### src/rtl/cr_pack_pkg.sv
// Shared definitions for the condition-field test packer.
// Assumes a 2-bit packing code whose value is the log2 of the
// number of results that share one destination register.
package cr_pack_pkg;

    typedef enum logic [1:0] {
        PK_ONE   = 2'd0,
        PK_TWO   = 2'd1,
        PK_FOUR  = 2'd2,
        PK_EIGHT = 2'd3
    } pack_code_e;

    localparam int unsigned CP_XLEN   = 64;
    localparam int unsigned CP_FLD_W  = 4;
    localparam int unsigned CP_NFIELD = 8;
    localparam int unsigned CP_NREG   = 32;
    localparam int unsigned CP_VL_MAX = 64;

endpackage

### src/rtl/cp_field_test.sv
// Single-bit test of one condition field: the masked bits are compared with
// a polarity pattern and reduced to one result by an any or all rule.
// Assumes: purely combinational, the field arrives in the same cycle.
module cp_field_test #(
    parameter int unsigned FLD_W = 4
) (
    input  logic [FLD_W-1:0] fld,
    input  logic [FLD_W-1:0] mask,
    input  logic [FLD_W-1:0] polarity,
    input  logic             any_mode,
    output logic             hit
);

    logic [FLD_W-1:0] agree;

    // Reduce the per-bit agreement to a single result
    always_comb begin
        agree = ~(fld ^ polarity) & mask;
        if (any_mode) begin
            hit = |agree;
        end else begin
            hit = (agree == mask);
        end
    end

endmodule

### src/rtl/cp_slot_map.sv
// Maps an element number onto a destination register and a bit position.
// In stepping mode k = 2^code results share a register. In single-register
// mode the element number itself is the bit position.
// Assumes: the register index wraps modulo 2^RIDX_W.
module cp_slot_map
    import cr_pack_pkg::*;
#(
    parameter int unsigned VL_W   = 7,
    parameter int unsigned RIDX_W = 5,
    parameter int unsigned POS_W  = 6
) (
    input  logic [VL_W-1:0]   elem,
    input  logic              dst_vec,
    input  pack_code_e        code,
    input  logic [RIDX_W-1:0] base_reg,
    output logic [RIDX_W-1:0] reg_idx,
    output logic [POS_W-1:0]  bit_pos,
    output logic              group_end
);

    logic [VL_W-1:0] lane_mask;
    logic [VL_W-1:0] grp_num;
    logic [VL_W-1:0] lane;

    // Lane mask for the packing factor selected by the code
    always_comb begin
        unique case (code)
            PK_ONE:   lane_mask = VL_W'(0);
            PK_TWO:   lane_mask = VL_W'(1);
            PK_FOUR:  lane_mask = VL_W'(3);
            default:  lane_mask = VL_W'(7);
        endcase
    end

    // Register offset and lane derived from the element number
    always_comb begin
        grp_num = elem >> code;
        lane    = elem & lane_mask;
        if (dst_vec) begin
            reg_idx   = base_reg + RIDX_W'(grp_num);
            bit_pos   = POS_W'(lane);
            group_end = (lane == lane_mask);
        end else begin
            reg_idx   = base_reg;
            bit_pos   = POS_W'(elem);
            group_end = 1'b0;
        end
    end

endmodule

### src/rtl/cp_accum.sv
// Register-image accumulator: merges one result bit per cycle at a given
// position. It clears itself when the image is handed off or a run begins.
// Assumes: flush and clear are only meaningful while the run advances.
module cp_accum #(
    parameter int unsigned XLEN  = 64,
    parameter int unsigned POS_W = 6
) (
    input  logic             clk,
    input  logic             rst_n,
    input  logic             clear,
    input  logic             advance,
    input  logic             flush,
    input  logic             hit,
    input  logic [POS_W-1:0] pos,
    output logic [XLEN-1:0]  merged
);

    logic [XLEN-1:0] acc_q;
    logic [XLEN-1:0] insert;

    // One-hot insertion vector, one comparator per bit
    for (genvar b = 0; b < XLEN; b++) begin : g_ins
        assign insert[b] = hit && (pos == POS_W'(b));
    end

    // Current image including this cycle's result
    always_comb begin
        merged = acc_q | insert;
    end

    // Hold the partial image between elements of the same register
    always_ff @(posedge clk) begin
        if (!rst_n) begin
            acc_q <= '0;
        end else if (clear) begin
            acc_q <= '0;
        end else if (advance) begin
            acc_q <= flush ? '0 : merged;
        end
    end

endmodule

### src/rtl/cr_test_packer.sv
// Condition-field test packer, top level. On start it captures the
// configuration, tests one field per clock through the read port, merges
// the results per destination register and issues whole-register writes.
// Assumes: the read port answers in the same cycle, the field count is a
// power of two, and vl does not exceed VL_MAX.
module cr_test_packer
    import cr_pack_pkg::*;
#(
    parameter int unsigned XLEN   = CP_XLEN,
    parameter int unsigned FLD_W  = CP_FLD_W,
    parameter int unsigned NFIELD = CP_NFIELD,
    parameter int unsigned NREG   = CP_NREG,
    parameter int unsigned VL_MAX = CP_VL_MAX,
    localparam int unsigned FIDX_W = $clog2(NFIELD),
    localparam int unsigned RIDX_W = $clog2(NREG),
    localparam int unsigned VL_W   = $clog2(VL_MAX + 1),
    localparam int unsigned POS_W  = $clog2(XLEN)
) (
    input  logic              clk,
    input  logic              rst_n,
    input  logic              start,
    input  logic [VL_W-1:0]   vl,
    input  logic [FIDX_W-1:0] src_field,
    input  logic              src_vec,
    input  logic              dst_vec,
    input  logic [1:0]        pack_code,
    input  logic [RIDX_W-1:0] dst_reg,
    input  logic [FLD_W-1:0]  fld_mask,
    input  logic [FLD_W-1:0]  fld_map,
    input  logic              any_mode,
    input  logic              reduce_en,
    output logic [FIDX_W-1:0] rd_field,
    input  logic [FLD_W-1:0]  rd_data,
    output logic              busy,
    output logic              wr_valid,
    output logic [RIDX_W-1:0] wr_idx,
    output logic [XLEN-1:0]   wr_data,
    output logic              done
);

    // Captured configuration
    logic [VL_W-1:0]   vl_eff_q;
    logic [FIDX_W-1:0] src_q;
    logic              src_vec_q;
    logic              dst_vec_q;
    pack_code_e        code_q;
    logic [RIDX_W-1:0] base_reg_q;
    logic [FLD_W-1:0]  mask_q;
    logic [FLD_W-1:0]  map_q;
    logic              any_q;

    // Run state and outputs
    logic              busy_q;
    logic [VL_W-1:0]   elem_q;
    logic              wr_valid_q;
    logic [RIDX_W-1:0] wr_idx_q;
    logic [XLEN-1:0]   wr_data_q;
    logic              done_q;

    logic              accept;
    logic [VL_W-1:0]   vl_eff;
    logic              last_elem;
    logic              hit;
    logic [RIDX_W-1:0] slot_reg;
    logic [POS_W-1:0]  slot_pos;
    logic              group_end;
    logic              flush;
    logic [XLEN-1:0]   merged;

    // Effective element count: a single-register run without reduction stops at one
    always_comb begin
        accept = start && !busy_q;
        if (vl == '0) begin
            vl_eff = '0;
        end else if (dst_vec || reduce_en) begin
            vl_eff = vl;
        end else begin
            vl_eff = VL_W'(1);
        end
    end

    // Source field index for the element under test
    always_comb begin
        if (src_vec_q) begin
            rd_field = src_q + FIDX_W'(elem_q);
        end else begin
            rd_field = src_q;
        end
    end

    cp_field_test #(
        .FLD_W    (FLD_W)
    ) u_test (
        .fld      (rd_data),
        .mask     (mask_q),
        .polarity (map_q),
        .any_mode (any_q),
        .hit      (hit)
    );

    cp_slot_map #(
        .VL_W      (VL_W),
        .RIDX_W    (RIDX_W),
        .POS_W     (POS_W)
    ) u_slot (
        .elem      (elem_q),
        .dst_vec   (dst_vec_q),
        .code      (code_q),
        .base_reg  (base_reg_q),
        .reg_idx   (slot_reg),
        .bit_pos   (slot_pos),
        .group_end (group_end)
    );

    // Hand off the image at a register boundary or at the end of the run
    always_comb begin
        last_elem = (elem_q == (vl_eff_q - VL_W'(1)));
        flush     = busy_q && (last_elem || group_end);
    end

    cp_accum #(
        .XLEN    (XLEN),
        .POS_W   (POS_W)
    ) u_acc (
        .clk     (clk),
        .rst_n   (rst_n),
        .clear   (accept),
        .advance (busy_q),
        .flush   (flush),
        .hit     (hit),
        .pos     (slot_pos),
        .merged  (merged)
    );

    // Capture the configuration when a run is accepted
    always_ff @(posedge clk) begin
        if (!rst_n) begin
            vl_eff_q   <= '0;
            src_q      <= '0;
            src_vec_q  <= 1'b0;
            dst_vec_q  <= 1'b0;
            code_q     <= PK_ONE;
            base_reg_q <= '0;
            mask_q     <= '0;
            map_q      <= '0;
            any_q      <= 1'b0;
        end else if (accept) begin
            vl_eff_q   <= vl_eff;
            src_q      <= src_field;
            src_vec_q  <= src_vec;
            dst_vec_q  <= dst_vec;
            code_q     <= pack_code_e'(pack_code);
            base_reg_q <= dst_reg;
            mask_q     <= fld_mask;
            map_q      <= fld_map;
            any_q      <= any_mode;
        end
    end

    // Sequence the elements and raise busy and done
    always_ff @(posedge clk) begin
        if (!rst_n) begin
            busy_q <= 1'b0;
            elem_q <= '0;
            done_q <= 1'b0;
        end else begin
            done_q <= 1'b0;
            if (accept) begin
                elem_q <= '0;
                if (vl_eff == '0) begin
                    done_q <= 1'b1;
                end else begin
                    busy_q <= 1'b1;
                end
            end else if (busy_q) begin
                elem_q <= elem_q + VL_W'(1);
                if (last_elem) begin
                    busy_q <= 1'b0;
                    done_q <= 1'b1;
                end
            end
        end
    end

    // Register the outgoing write request
    always_ff @(posedge clk) begin
        if (!rst_n) begin
            wr_valid_q <= 1'b0;
            wr_idx_q   <= '0;
            wr_data_q  <= '0;
        end else begin
            wr_valid_q <= flush;
            if (flush) begin
                wr_idx_q  <= slot_reg;
                wr_data_q <= merged;
            end
        end
    end

    assign busy     = busy_q;
    assign wr_valid = wr_valid_q;
    assign wr_idx   = wr_idx_q;
    assign wr_data  = wr_data_q;
    assign done     = done_q;

endmodule

### config.mk
export PLATFORM = sky130hd
export DESIGN_NAME = cr_test_packer
export DESIGN_NICKNAME = d
export VERILOG_FILES = /design/src/rtl/cr_pack_pkg.sv /design/src/rtl/cp_field_test.sv /design/src/rtl/cp_slot_map.sv /design/src/rtl/cp_accum.sv /design/src/rtl/cr_test_packer.sv
export SDC_FILE = /design/constraint.sdc
export NUM_CORES = 1
export LEC_CHECK = 0
export BUFFER_PORTS_ARGS = -buffer_cell sky130_fd_sc_hd__buf_2
export CAP_MARGIN = 20
export CELL_PAD_IN_SITES_DETAIL_PLACEMENT = 0
export CELL_PAD_IN_SITES_GLOBAL_PLACEMENT = 1
export CORE_ASPECT_RATIO = 0.7
export CORE_MARGIN = 1.5
export CORE_UTILIZATION = 47
export DETAILED_ROUTE_END_ITERATION = 6
export HOLD_SLACK_MARGIN = 0.08
export PLACE_DENSITY = 0.88
export SLEW_MARGIN = 20
export SYNTH_ARGS = -nofsm -noshare
export SYNTH_HDL_FRONTEND = slang
export SYNTH_HIERARCHICAL = 1
export SYNTH_SLANG_ARGS = --single-unit
### constraint.sdc
create_clock -name clk -period 4.4 [get_ports clk]
set_input_delay 0.88 -clock clk [delete_from_list [all_inputs] [get_ports clk]]
set_output_delay 0.88 -clock clk [all_outputs]
set_load 0.005 [all_outputs]
; Word-level counts from Yosys, hierarchy flattened
; Cells that the tools add are included.
[totals]
register_bits = 171
out_inout_bits = 75
[classes]
n_bitwise = 6
n_mux = 17
shifts = 1
reduce_logical = 75
eq_ne = 69
addsub = 4
[ops]
columns = op, n
row1 = $eq A6 B6 Y1 const B, 32
row2 = $eq A6 B5 Y1 const B, 16
row3 = $logic_and A1 B1 Y1, 66
row4 = $mux W64, 1
row5 = $or A64 B64 Y64, 1
row6 = $eq A6 B4 Y1 const B, 8
row7 = $eq A6 B3 Y1 const B, 4
row8 = $logic_not A7 Y1, 2
row9 = $mux W7, 2
row10 = $eq A6 B2 Y1 const B, 2
row11 = $mux W1, 10
row12 = $pmux W3 S3, 1
row13 = $add A7 B1 Y7 const B, 1
row14 = $and A7 B3 Y7, 1
row15 = $eq A7 B3 Y1, 1
row16 = $eq A7 B7 Y1, 1
row17 = $shr A7 B2 Y5, 1
row18 = $sub A7 B1 Y7 const B, 1
row19 = $eq A6 B1 Y1 const B, 1
row20 = $logic_not A6 Y1, 1
row21 = $mux W6, 1
row22 = $add A5 B5 Y5, 1
row23 = $mux W5, 1
row24 = $and A4 B4 Y4, 1
row25 = other kinds (14), 15

; Longest topological paths before layout
; Gate-level depths: netlist of run 1.
[logic_depth]
word_depth = 8
ltp_mapped = 15

; Cells and area by module
; The synthesis of run 1 kept the hierarchy.
[modules_own_cells]
columns = mod, instances, seq_area_each_um2, cells_per_inst, area_each_um2
row1 = cr_test_packer, 1, 2142.1, 762, 5894.4
row2 = cp_accum, 1, 1281.2, 319, 2864.0
row3 = cp_slot_map, 1, 0.0, 54, 395.4
row4 = cp_field_test, 1, 0.0, 14, 92.6

; Worst setup path before layout of run 1
; No wires, ideal clock.
[synth_path]
path_type = input -> register
startpoint = input port rd_data[0]
endpoint = register wr_data_q[2] (netlist: wr_data[2])
setup_ns = 0.062
slack_ns = 1.478
arrival_time_ns = 2.860
n_path_buf = 1
cell_stages = 9
cell_sequence = xnor2_1 -> o22ai_1 -> o31ai_1 -> nor3b_2 -> buf_2 -> a21o_1 -> nand2_1 -> or4_1 -> nand3_1
[synth_between]
elab_chain_len = 7
elab_cells_between_ends = 8
classes_between = eq/ne: 1 / mux: 1 / bitwise: 4 / reduce/logical: 2
[synth_lines]
columns = element, line_no
row1 = "start, declared", cr_test_packer.sv:33  ; input logic [FLD_W-1:0] rd_data,
row2 = $xor A4 B4 Y4 *, cp_field_test.sv:18  ; agree = ~(fld ^ polarity) & mask;
row3 = $not A4 Y4 *, cp_field_test.sv:18
row4 = $and A4 B4 Y4 *, cp_field_test.sv:18
row5 = $eq A4 B4 Y1 or $reduce_or A4 Y1 (tied branches), "cp_field_test.sv:22, cp_field_test.sv:20"
row6 = $mux W1 *, cp_field_test.sv:19  ; if (any_mode) begin
row7 = net hit, cr_test_packer.sv:63  ; logic hit;
row8 = $logic_and A1 B1 Y1 *, cp_accum.sv:23  ; assign insert[b] = hit && (pos == POS_W'(b));
row9 = $or A64 B64 Y64 *, cp_accum.sv:28  ; merged = acc_q | insert;
row10 = net merged[2], cr_test_packer.sv:68  ; logic [XLEN-1:0] merged;
row11 = "end signal, assigned", cr_test_packer.sv:195  ; wr_data_q <= merged;
row12 = "end, declared", cr_test_packer.sv:57  ; logic [XLEN-1:0] wr_data_q;
; Mark *: on every way through the listed nets, which the timed path passes. The rest lies on a longest branch.
; A chain may end at the register's enable or synchronous reset.

; Worst setup path in the final report of run 1
[layout_path]
startpoint = register vl_eff_q[0]
endpoint = register u_acc.acc_q[56]
[layout_between]
elab_chain_len = 5
[layout_lines]
columns = element, line_no
row1 = "start, declared", cr_test_packer.sv:42  ; logic [VL_W-1:0] vl_eff_q;
row2 = "start signal, assigned", cr_test_packer.sv:148  ; vl_eff_q <= vl_eff;
row3 = $sub A7 B1 Y7, cr_test_packer.sv:117  ; last_elem = (elem_q == (vl_eff_q - VL_W'(1)));
row4 = $eq A7 B7 Y1, cr_test_packer.sv:117
row5 = $logic_or A1 B1 Y1, cr_test_packer.sv:118  ; flush = busy_q && (last_elem || group_end);
row6 = $logic_and A1 B1 Y1, cr_test_packer.sv:118
row7 = net flush, cr_test_packer.sv:67  ; logic flush;
row8 = $mux W64, cp_accum.sv:38  ; acc_q <= flush ? '0 : merged;
row9 = "end signal, assigned", cp_accum.sv:38
row10 = "end, declared", cp_accum.sv:18  ; logic [XLEN-1:0] acc_q;
; The timed path passes the listed nets, and every way through them passes these cells.

==> results of run 1 <==
-- where the power goes --
| part | leakage, nW | internal (mW) | total, mW | switching, mW |
|---|---|---|---|---|
| logic | 3.15 | 0.0957 | 0.362 | 0.266 |
| clock network | 0.308 | 0.982 | 1.67 | 0.691 |
| registers | 1.38 | 1.57 | 1.59 | 0.0250 |
| total | 4.84 | 2.64 | 3.63 | 0.982 |
-- flip-flops by register name, summed over array words and instances, names as in the netlist, 2 cells and up --
signal / flops
u_acc/acc_q: 64
wr_data: 64
elem_q: 7
vl_eff_q: 7
base_reg_q: 5
wr_idx: 5
map_q: 4
mask_q: 4
src_q: 3
code_q: 2
-- worst paths after layout --
kind                                                  start                            to  slack (ns)
worst max register to register     vl_eff_q[0]$_SDFFE_PN0P_  u_acc/acc_q[56]$_SDFFE_PP0P_        1.21
worst min register to register  u_acc/acc_q[6]$_SDFFE_PP0P_   u_acc/acc_q[6]$_SDFFE_PP0P_        0.47
worst min-delay path            u_acc/acc_q[6]$_SDFFE_PP0P_   u_acc/acc_q[6]$_SDFFE_PP0P_        0.47
worst max-delay path               vl_eff_q[0]$_SDFFE_PN0P_  u_acc/acc_q[56]$_SDFFE_PP0P_        1.21
-- synth_stat cells (all sizes together), types with 3 or more instances --
master,number
or4,70
dfxtp,171
buf,35
a21oi,72
and3,72
clkbuf,90
nand3,69
o21ai,79
mux2i,7
and4b,6
nand2,128
nor2b,11
xor2,9
a21boi,22
or3,3
mux2,5
nor3,7
a21o,65
nor2,79
nor4b,4
a2bb2oi,68
and4bb,6
inv,14
nand4,4
ha,7
xnor2,13
a22oi,6
-- logic make-up (layout without fill, tap and decap cells) --
kind of cell,after synthesis,in the layout,synth area share
buffers and inverters,139,170,0.0689
flip-flops,171,171,0.370
AND/OR/NAND/NOR,473,473,0.282
adder cells (fa/ha/maj),9,9,0.0138
AO/OA/AOI/OAI,323,323,0.231
multiplexers,12,12,0.0137
XOR/XNOR,22,22,0.0208
-- metrics by stage --
step / instance area, um2 / std cells / setup WS, ns / power, mW / util
finish: 10400 / 1444 / 1.21 / 3.63 / 0.543
global placement: 9690 / 1412 / 1.17 / 1.97 / 0.508
CTS: 10300 / 1444 / 1.19 / 3.64 / 0.542
floorplan: 9250 / 1149 / 1.48 / 1.89 / -
global route: 10400 / 1444 / 0.970 / 3.75 / 0.543
detailed placement: 9690 / 1412 / 1.13 / 1.98 / 0.508
-- layout make-up --
class / instances / area, um2
fill: 1827 / 8720
multi-input combinational: 839 / 5230
sequential: 171 / 3420
timing repair buffer: 124 / 678
clock buffer: 18 / 439
tap: 264 / 330
clock inverter: 14 / 209
inverter: 14 / 52.6
-- layer usage --
| layer | GRT usage | wire [um] |
|---|---|---|
| met1 | 0.364 | 12500 |
| met3 | 0.0455 | 1370 |
| met5 | 0 | 0 |
| met2 | 0.355 | 10600 |
| met4 | 0.0625 | 313 |
-- critical path, cell delays in order (launching register included) --
cell and delay [ns]:
dfxtp_1 0.42, inv_1 0.07, ha_1 0.25, nor2b_1 0.14, or3_1 0.36, a31o_4 0.38
o31ai_1 0.44, nand2_1 0.11, nand3b_1 0.12, buf_4 0.56, nor2_1 0.13
==> results.yml, run 1 <==
run_status:
  run_status: "finished clean"
clock_network:
  post_cts.resized_instances: 0
  ctsHoldBuffers: 0
  cts_bufs_inserted: 17
  clkTransAtPathRegs_ns: 0.08
  insertion_delay_ns: 0.43
  cts_max_path_buffers: 2
  tritoncts_num_sinks: 171
  cts.root.buffer_cell: "clkbuf_16"
  h_tree_depth: 4
  tritoncts: "yes"
  number_of_post_cts_setup_repair_buffers: 0
logic_synthesis:
  synth_top_area_frac: 0.370
  synth_edf_count: 0
  mappedNetlistArea_um2: 9250
  seq_area_frac_synth: 0.370
  number_of_synthesized_register_bits: 171
  mappedNetlistNets: 1194
  netlist_instances: 1149
  synthesis.yosys.warnings: 6
  synth.distinct_cells: 52
  synth_async_sr_flop_share: 0
  synth.avg_cell_area_um2: 8.05
  ys_dominant_reg_cell: "dfxtp_1"
  post-synth-top-area-cell: "dfxtp_1"
  synth.area.top_cells: "dfxtp_1 (37%), a2bb2oi_1 (6.4%), or4_1 (5.7%), a21o_1 (5.3%), nand2_1 (5.2%)"
sta:
  timing.max_slew.rel_slack: 0.372
  setup_violations: 0
  maximum_clock_frequency_mhz: 314
  clock_skew_ns: 0.0125
  setup_tns_ns: 0
  whs_ns: 0.472
  max_slew.worst_pin.slew_ns: 0.943
  timing.final.crit_period_ns: 3.19
  drv_slew: 0
  grt_setup_unrepaired: "false"
  post-route-period-util: 0.724
  finalHoldViolCount: 0
die:
  die_width_um: 171
  area_of_the_die_um2: 20500
  pin_count: 111
  starting_density: 0.485
  chipHeight_um: 120
  core_area_um2: 19100
  fp-row-count: 42
drt:
  detail_route.drc_violations: 0
  ant_nets: 0
  wire_per_inst_um: 17.2
  dr.first_iter.drc_count: 769
  dr_total_vias: 8470
  drt-pass1-iter-count: 5
  route.detailed.vias_per_inst: 5.87
  finalWirelength_mm: 24.8
global_routing:
  grt_overflow_total: 0
  grt_pass1_vias: 7370
  grt_start_max_net_pins: 140
  grt_use_total: 0.243
  antenna_violations_before_repair: 0
  grt_pass1_wl_mm: 39.8
power_and_ir_drop:
  leakagePower_nw: 4.84
  p_per_area_nw_per_um2: 350
  irDropWorstVdd_uv: 247
worst_setup_path:
  critPathCaptureType: "flop"
  cp_max_fo: 64
  criticalPathCategory: "reg -> reg"
  timing.critical_path.arrival_ns: 3.46
  r2r.worst_path.cells: 10
  required_ns: 4.68
  worstSetupStartpointType: "flop"
finish:
  most-common-layout-cells: "dfxtp_1 (171), nand2_1 (127), buf_2 (109)"
  syn2layout_area_growth_pct: 12.0
  layout.nets: 1212
  diodes: 0
  drive_above_1_share: 0.152
  most_common_cell_after_layout_fill_and_taps_aside: "dfxtp_1"
hold_path:
  min-delay-path-class: "reg -> reg"
  hold_path_stages: 2
job:
  timing.max_cap.violations: 0
placement:
  hpwl_reported_at_the_end_of_detailed_placement_mm: 14.7
  io_buffer_count: 110
  globalplace.congestion: 0.792
(Power assumes the default switching activity.)
==> run 2: changes to the inputs <==
--- a/config.mk
+++ b/config.mk
@@ -11,10 +11,10 @@
 export CELL_PAD_IN_SITES_GLOBAL_PLACEMENT = 1
 export CORE_ASPECT_RATIO = 0.7
 export CORE_MARGIN = 1.5
-export CORE_UTILIZATION = 47
+export CORE_UTILIZATION = 40
 export DETAILED_ROUTE_END_ITERATION = 6
 export HOLD_SLACK_MARGIN = 0.08
-export PLACE_DENSITY = 0.88
+export PLACE_DENSITY = 0.8
 export SLEW_MARGIN = 20
 export SYNTH_ARGS = -nofsm -noshare
 export SYNTH_HDL_FRONTEND = slang
==> constraint.sdc (replaced) <==
create_clock -name clk -period 2.8 [get_ports clk]
set_input_delay 0.56 -clock clk [delete_from_list [all_inputs] [get_ports clk]]
set_output_delay 0.56 -clock clk [all_outputs]
set_load 0.005 [all_outputs]
==> run 2 against run 1 <==
Against the previous run:
- maximum frequency is 21% higher
- clock power grew 46%
- register-to-register slack worse by 1.0 ns
==> results.yml, run 2 (synthesized netlist as in run 1, its figures left out) <==
sta:
  whs_ns: 0.361
  clock_skew_ns: 0.0108
  finalHoldViolCount: 0
  setup_violations: 0
  setup_tns_ns: 0
  max_slew.worst_pin.slew_ns: 0.585
  maximum_clock_frequency_mhz: 380
  drv_slew: 0
  timing.max_slew.rel_slack: 0.608
  timing.final.crit_period_ns: 2.63
  post-route-period-util: 0.940
  grt_setup_unrepaired: "true"
drt:
  dr.first_iter.drc_count: 610
  detail_route.drc_violations: 0
  route.detailed.vias_per_inst: 5.55
  total_length_of_routed_met2_wires_mm: 10.9
  drt-pass1-iter-count: 5
  wire_per_inst_um: 16.2
  dr_total_vias: 8590
  met3_length_um: 956
  wl_met1_mm: 13.1
  ant_nets: 0
  maxUsedRoutingLayer: "met4"
  finalWirelength_mm: 25.1
finish:
  area.sequential_um2: 3420
  drive_above_1_share: 0.193
  diodes: 0
  multi_input_area_um2: 5230
  most_common_cell_after_layout_fill_and_taps_aside: "dfxtp_1"
  layout.nets: 1268
  n_fill_cell: 2254
  most-common-layout-cells: "dfxtp_1 (170), nand2_1 (127), buf_2 (109)"
  finish.utilization: 0.482
  syn2layout_area_growth_pct: 18.3
die:
  core_area_um2: 22700
  die_width_um: 185
  chipHeight_um: 130
  pin_count: 111
  fp-row-count: 46
  area_of_the_die_um2: 24100
  starting_density: 0.408
hold_path:
  min-delay-path-class: "in -> reg"
global_routing:
  antenna_violations_before_repair: 0
  grt_pass1_wl_mm: 40.9
  grt_start_max_net_pins: 79
  grt_use_total: 0.213
  grt_overflow_total: 0
  grt_pass1_vias: 7684
worst_setup_path:
  worstSetupStartpointType: "flop"
  timing.critical_path.arrival_ns: 3.01
  cp_max_fo: 4
  timing.critical_path.slowest_stage_cell: "or4_1"
  regToRegSetupSlack_ns: 0.17
  timing.critical_path.cells: "mux2_2 -> nand2_1 -> o21ai_0 -> ha_2 -> inv_1 -> fa_2 -> nand2b_1 -> a21oi_2 -> xor2_1 -> nand2_1 -> xnor2_1 -> nand2_1 -> or4_1 -> nand3_1"
  critPathMostFrequentCell: "nand2_1"
  required_ns: 3.18
  criticalPathCategory: "reg -> reg"
  crit_path_max_incr_delay_ns: 0.40
  critPathCaptureType: "flop"
placement:
  io_buffer_count: 110
  globalplace.congestion: 0.772
  hpwl_reported_at_the_end_of_detailed_placement_mm: 15.9
clock_network:
  tritoncts: "yes"
  cts.root.buffer_cell: "clkbuf_16"
  cts_bufs_inserted: 17
  tritoncts_num_sinks: 171
  cts_max_path_buffers: 2
  h_tree_depth: 4
  clkTransAtPathRegs_ns: 0.07
  insertion_delay_ns: 0.44
  number_of_post_cts_setup_repair_buffers: 0
power_and_ir_drop:
  p_per_area_nw_per_um2: 510
  irDropWorstVdd_uv: 449
  leakagePower_nw: 5.15
  final_power_mw: 5.58
job:
  timing.max_cap.violations: 0
run_status:
  run_status: "finished clean"
## run 2: cell types whose count changed in the layout (fill, tap and decap cells not counted), sizes merged
cell,before,now
clkbuf,18,21
buf,124,180
clkinvlp,3,2
clkinv,2,6
bufinv,4,2
inv,19,15
## run 2: worst max-delay path: cells and delay by family (launching register included)
kind	cells	cell delay [ns]
flops	1	0.34
xor+xnor	2	0.28
simple gates	6	0.85
buf+inv	1	0.06
compound gates	2	0.23
fa+ha+maj	2	0.58
mux	1	0.24
## run 2: final cells by class
cell class / instances / area share
Clock buffer: 21 / 0.0421
Clock inverter: 11 / 0.0127
Inverter: 14 / 0.00480
Multi-Input combinational cell: 839 / 0.478
Sequential cell: 171 / 0.313
Tap cell: 312 / 0.0357
Timing Repair Buffer: 180 / 0.113
## run 2: power breakdown
group	internal, mW	switching [mW]	total, mW
clock	1.38	1.06	2.43
sequential	2.46	0.0243	2.49
combinational	0.214	0.447	0.660
## run 2: repair_timing
action | in CTS | in global routing
gates resized for setup | 0 | 7
hold buffers | 0 | 0
setup endpoints to repair | 0 | 55
## run 2: layer usage
metal,vias to the layer above,GRT usage
li1,4299,-
met1,4121,0.316
met2,156,0.319
met3,14,0.0371
met4,0,0.0464
met5,-,0
## run 2: final timing paths
check                                                 start                     endpoint  cells after the start
worst min register to register  u_acc/acc_q[1]$_SDFFE_PP0P_  u_acc/acc_q[1]$_SDFFE_PP0P_                      2
worst max register to register       code_q[1]$_SDFFE_PN0P_       wr_idx[4]$_SDFFE_PN0P_                     14
worst max-delay path                 code_q[1]$_SDFFE_PN0P_       wr_idx[4]$_SDFFE_PN0P_                     14
worst min-delay path                             fld_map[3]        map_q[3]$_SDFFE_PN0P_                      3
## run 2: per-stage QoR
step / setup WS, ns / cell area (um2) / std cells
global placement: 0.113 / 10300 / 1516
global route: -0.0391 / 10900 / 1548
finish: 0.167 / 10900 / 1548
floorplan: 0.144 / 9250 / 1149
CTS: 0.0785 / 10900 / 1548
detailed placement: 0.103 / 10300 / 1516
==> run 3: changes to the inputs <==
--- a/config.mk
+++ b/config.mk
@@ -11,10 +11,10 @@
 export CELL_PAD_IN_SITES_GLOBAL_PLACEMENT = 1
 export CORE_ASPECT_RATIO = 0.7
 export CORE_MARGIN = 1.5
-export CORE_UTILIZATION = 40
+export CORE_UTILIZATION = 47
 export DETAILED_ROUTE_END_ITERATION = 6
 export HOLD_SLACK_MARGIN = 0.08
-export PLACE_DENSITY = 0.8
+export PLACE_DENSITY_LB_ADDON = 0.1
 export SLEW_MARGIN = 20
 export SYNTH_ARGS = -nofsm -noshare
 export SYNTH_HDL_FRONTEND = slang
==> constraint.sdc (replaced) <==
create_clock -name clk -period 3.35 [get_ports clk]
set_input_delay 0.67 -clock clk [delete_from_list [all_inputs] [get_ports clk]]
set_output_delay 0.67 -clock clk [all_outputs]
set_load 0.005 [all_outputs]
==> run 3 against run 2 <==
Against the previous run:
- global-route usage is 2.4 points higher
- register-to-register slack better by 0.24 ns
- maximum frequency is 11% lower
- routed wire length is 6.3% lower
- setup slack better by 0.24 ns
- non-clock buffer count is 41 lower
- sequential power is 16% lower
- largest cell class unchanged
- cell count is 5.7% lower
==> results.yml, run 3 (synthesized netlist as in run 1, its figures left out) <==
run_status:
  run_status: "finished clean"
power_and_ir_drop:
  leakagePower_nw: 4.92
  final_power_mw: 4.51
  p_per_area_nw_per_um2: 431
  irDropWorstVdd_uv: 352
finish:
  layout.nets: 1227
  most-common-layout-cells: "dfxtp_1 (171), nand2_1 (127), buf_2 (109)"
  syn2layout_area_growth_pct: 13.0
  most_common_cell_after_layout_fill_and_taps_aside: "dfxtp_1"
  drive_above_1_share: 0.162
  diodes: 0
sta:
  timing.max_slew.rel_slack: 0.501
  timing.final.crit_period_ns: 2.95
  clock_skew_ns: 0.0138
  setup_violations: 0
  drv_slew: 0
  setup_tns_ns: 0
  max_slew.worst_pin.slew_ns: 0.748
  whs_ns: 0.470
  maximum_clock_frequency_mhz: 339
  post-route-period-util: 0.879
  grt_setup_unrepaired: "false"
  finalHoldViolCount: 0
worst_setup_path:
  timing.critical_path.slowest_stage_cell: "dfxtp_1"
  criticalPathCategory: "reg -> reg"
  required_ns: 3.73
  critPathCaptureType: "flop"
  timing.critical_path.cells: "mux2_2 -> nand2_1 -> o21ai_0 -> ha_1 -> inv_1 -> fa_1 -> nand2b_1 -> a21oi_1 -> xor2_1 -> nand2_1 -> xnor2_1 -> nand2_1 -> or4_1 -> nand3_1"
  critPathMostFrequentCell: "nand2_1"
  crit_path_max_incr_delay_ns: 0.55
  timing.critical_path.arrival_ns: 3.32
  worstSetupStartpointType: "flop"
  cp_max_fo: 10
drt:
  dr_total_vias: 8283
  ant_nets: 0
  route.detailed.vias_per_inst: 5.68
  wire_per_inst_um: 16.1
  drt-pass1-iter-count: 5
  finalWirelength_mm: 23.5
  dr.first_iter.drc_count: 682
  detail_route.drc_violations: 0
clock_network:
  tritoncts_num_sinks: 171
  tritoncts: "yes"
  ctsHoldBuffers: 0
  cts_bufs_inserted: 17
  cts_max_path_buffers: 2
  post_cts.resized_instances: 0
  clkTransAtPathRegs_ns: 0.07
  number_of_post_cts_setup_repair_buffers: 0
  h_tree_depth: 4
  insertion_delay_ns: 0.44
  cts.root.buffer_cell: "clkbuf_16"
global_routing:
  grt_start_max_net_pins: 109
  grt_pass1_vias: 7462
  grt_pass1_wl_mm: 38.9
  grt_use_total: 0.236
  grt_overflow_total: 0
  antenna_violations_before_repair: 0
die:
  starting_density: 0.485
  fp-row-count: 42
  core_area_um2: 19100
  chipHeight_um: 120
  area_of_the_die_um2: 20500
  die_width_um: 171
  pin_count: 111
job:
  timing.max_cap.violations: 0
hold_path:
  min-delay-path-class: "reg -> reg"
placement:
  hpwl_reported_at_the_end_of_detailed_placement_mm: 14.8
  globalplace.congestion: 0.789
  io_buffer_count: 110
==> run 3: stage by stage <==
| step | utilization | instances | area, um2 | setup WS, ns |
|---|---|---|---|---|
| after floorplan | - | 1149 | 9250 | 0.638 |
| after global placement | 0.518 | 1427 | 9890 | 0.443 |
| after detailed placement | 0.518 | 1427 | 9890 | 0.405 |
| after CTS | 0.548 | 1459 | 10500 | 0.404 |
| after global routing | 0.548 | 1459 | 10500 | 0.154 |
| final | 0.548 | 1459 | 10500 | 0.404 |
==> run 3: worst paths after layout <==
| kind | from | slack, ns | end | cells past startpoint |
|---|---|---|---|---|
| setup reg to reg | code_q[1]$_SDFFE_PN0P_ | 0.40 | wr_idx[4]$_SDFFE_PN0P_ | 14 |
| hold reg to reg | u_acc/acc_q[3]$_SDFFE_PP0P_ | 0.47 | u_acc/acc_q[3]$_SDFFE_PP0P_ | 2 |
| setup / recovery | code_q[1]$_SDFFE_PN0P_ | 0.40 | wr_idx[4]$_SDFFE_PN0P_ | 14 |
| hold / removal | u_acc/acc_q[3]$_SDFFE_PP0P_ | 0.47 | u_acc/acc_q[3]$_SDFFE_PP0P_ | 2 |
==> run 3: metal layers <==
| metal | GRT usage | vias up | routed length, um | share of wire |
|---|---|---|---|---|
| li1 | - | 4227 | - | - |
| met1 | 0.364 | 3895 | 12500 | 0.53 |
| met2 | 0.336 | 146 | 9960 | 0.42 |
| met3 | 0.0419 | 15 | 854 | 0.036 |
| met4 | 0.0559 | 0 | 228 | 0.0097 |
| met5 | 0 | - | 0 | 0 |
==> run 3: where the power goes <==
part | internal [mW] | switching, mW | total (mW)
Clock | 1.04 | 0.894 | 1.93
Sequential | 2.06 | 0.0243 | 2.08
Combinational | 0.144 | 0.353 | 0.497
Total | 3.24 | 1.27 | 4.51
==> run 3: critical path: cells and delay by family, from the launching register on <==
| family | cells | cell delay, ns |
|---|---|---|
| xor gates and xnor gates | 2 | 0.29 |
| and+or+nand+nor | 6 | 0.85 |
| AOI/OAI and AO/OA | 2 | 0.27 |
| DFF | 1 | 0.55 |
| adders and majority gates | 2 | 0.63 |
| buffers and inverters | 1 | 0.06 |
| muxes | 1 | 0.25 |
==> run 3: layout make-up <==
type | count | area, um2
clock inverters | 15 | 140
fillers | 1824 | 8620
inverters | 14 | 52.6
well taps | 264 | 330
repair buffers | 139 | 871
clock buffers | 17 | 425
multi-input cells | 839 | 5210
flip-flops and latches | 171 | 3420
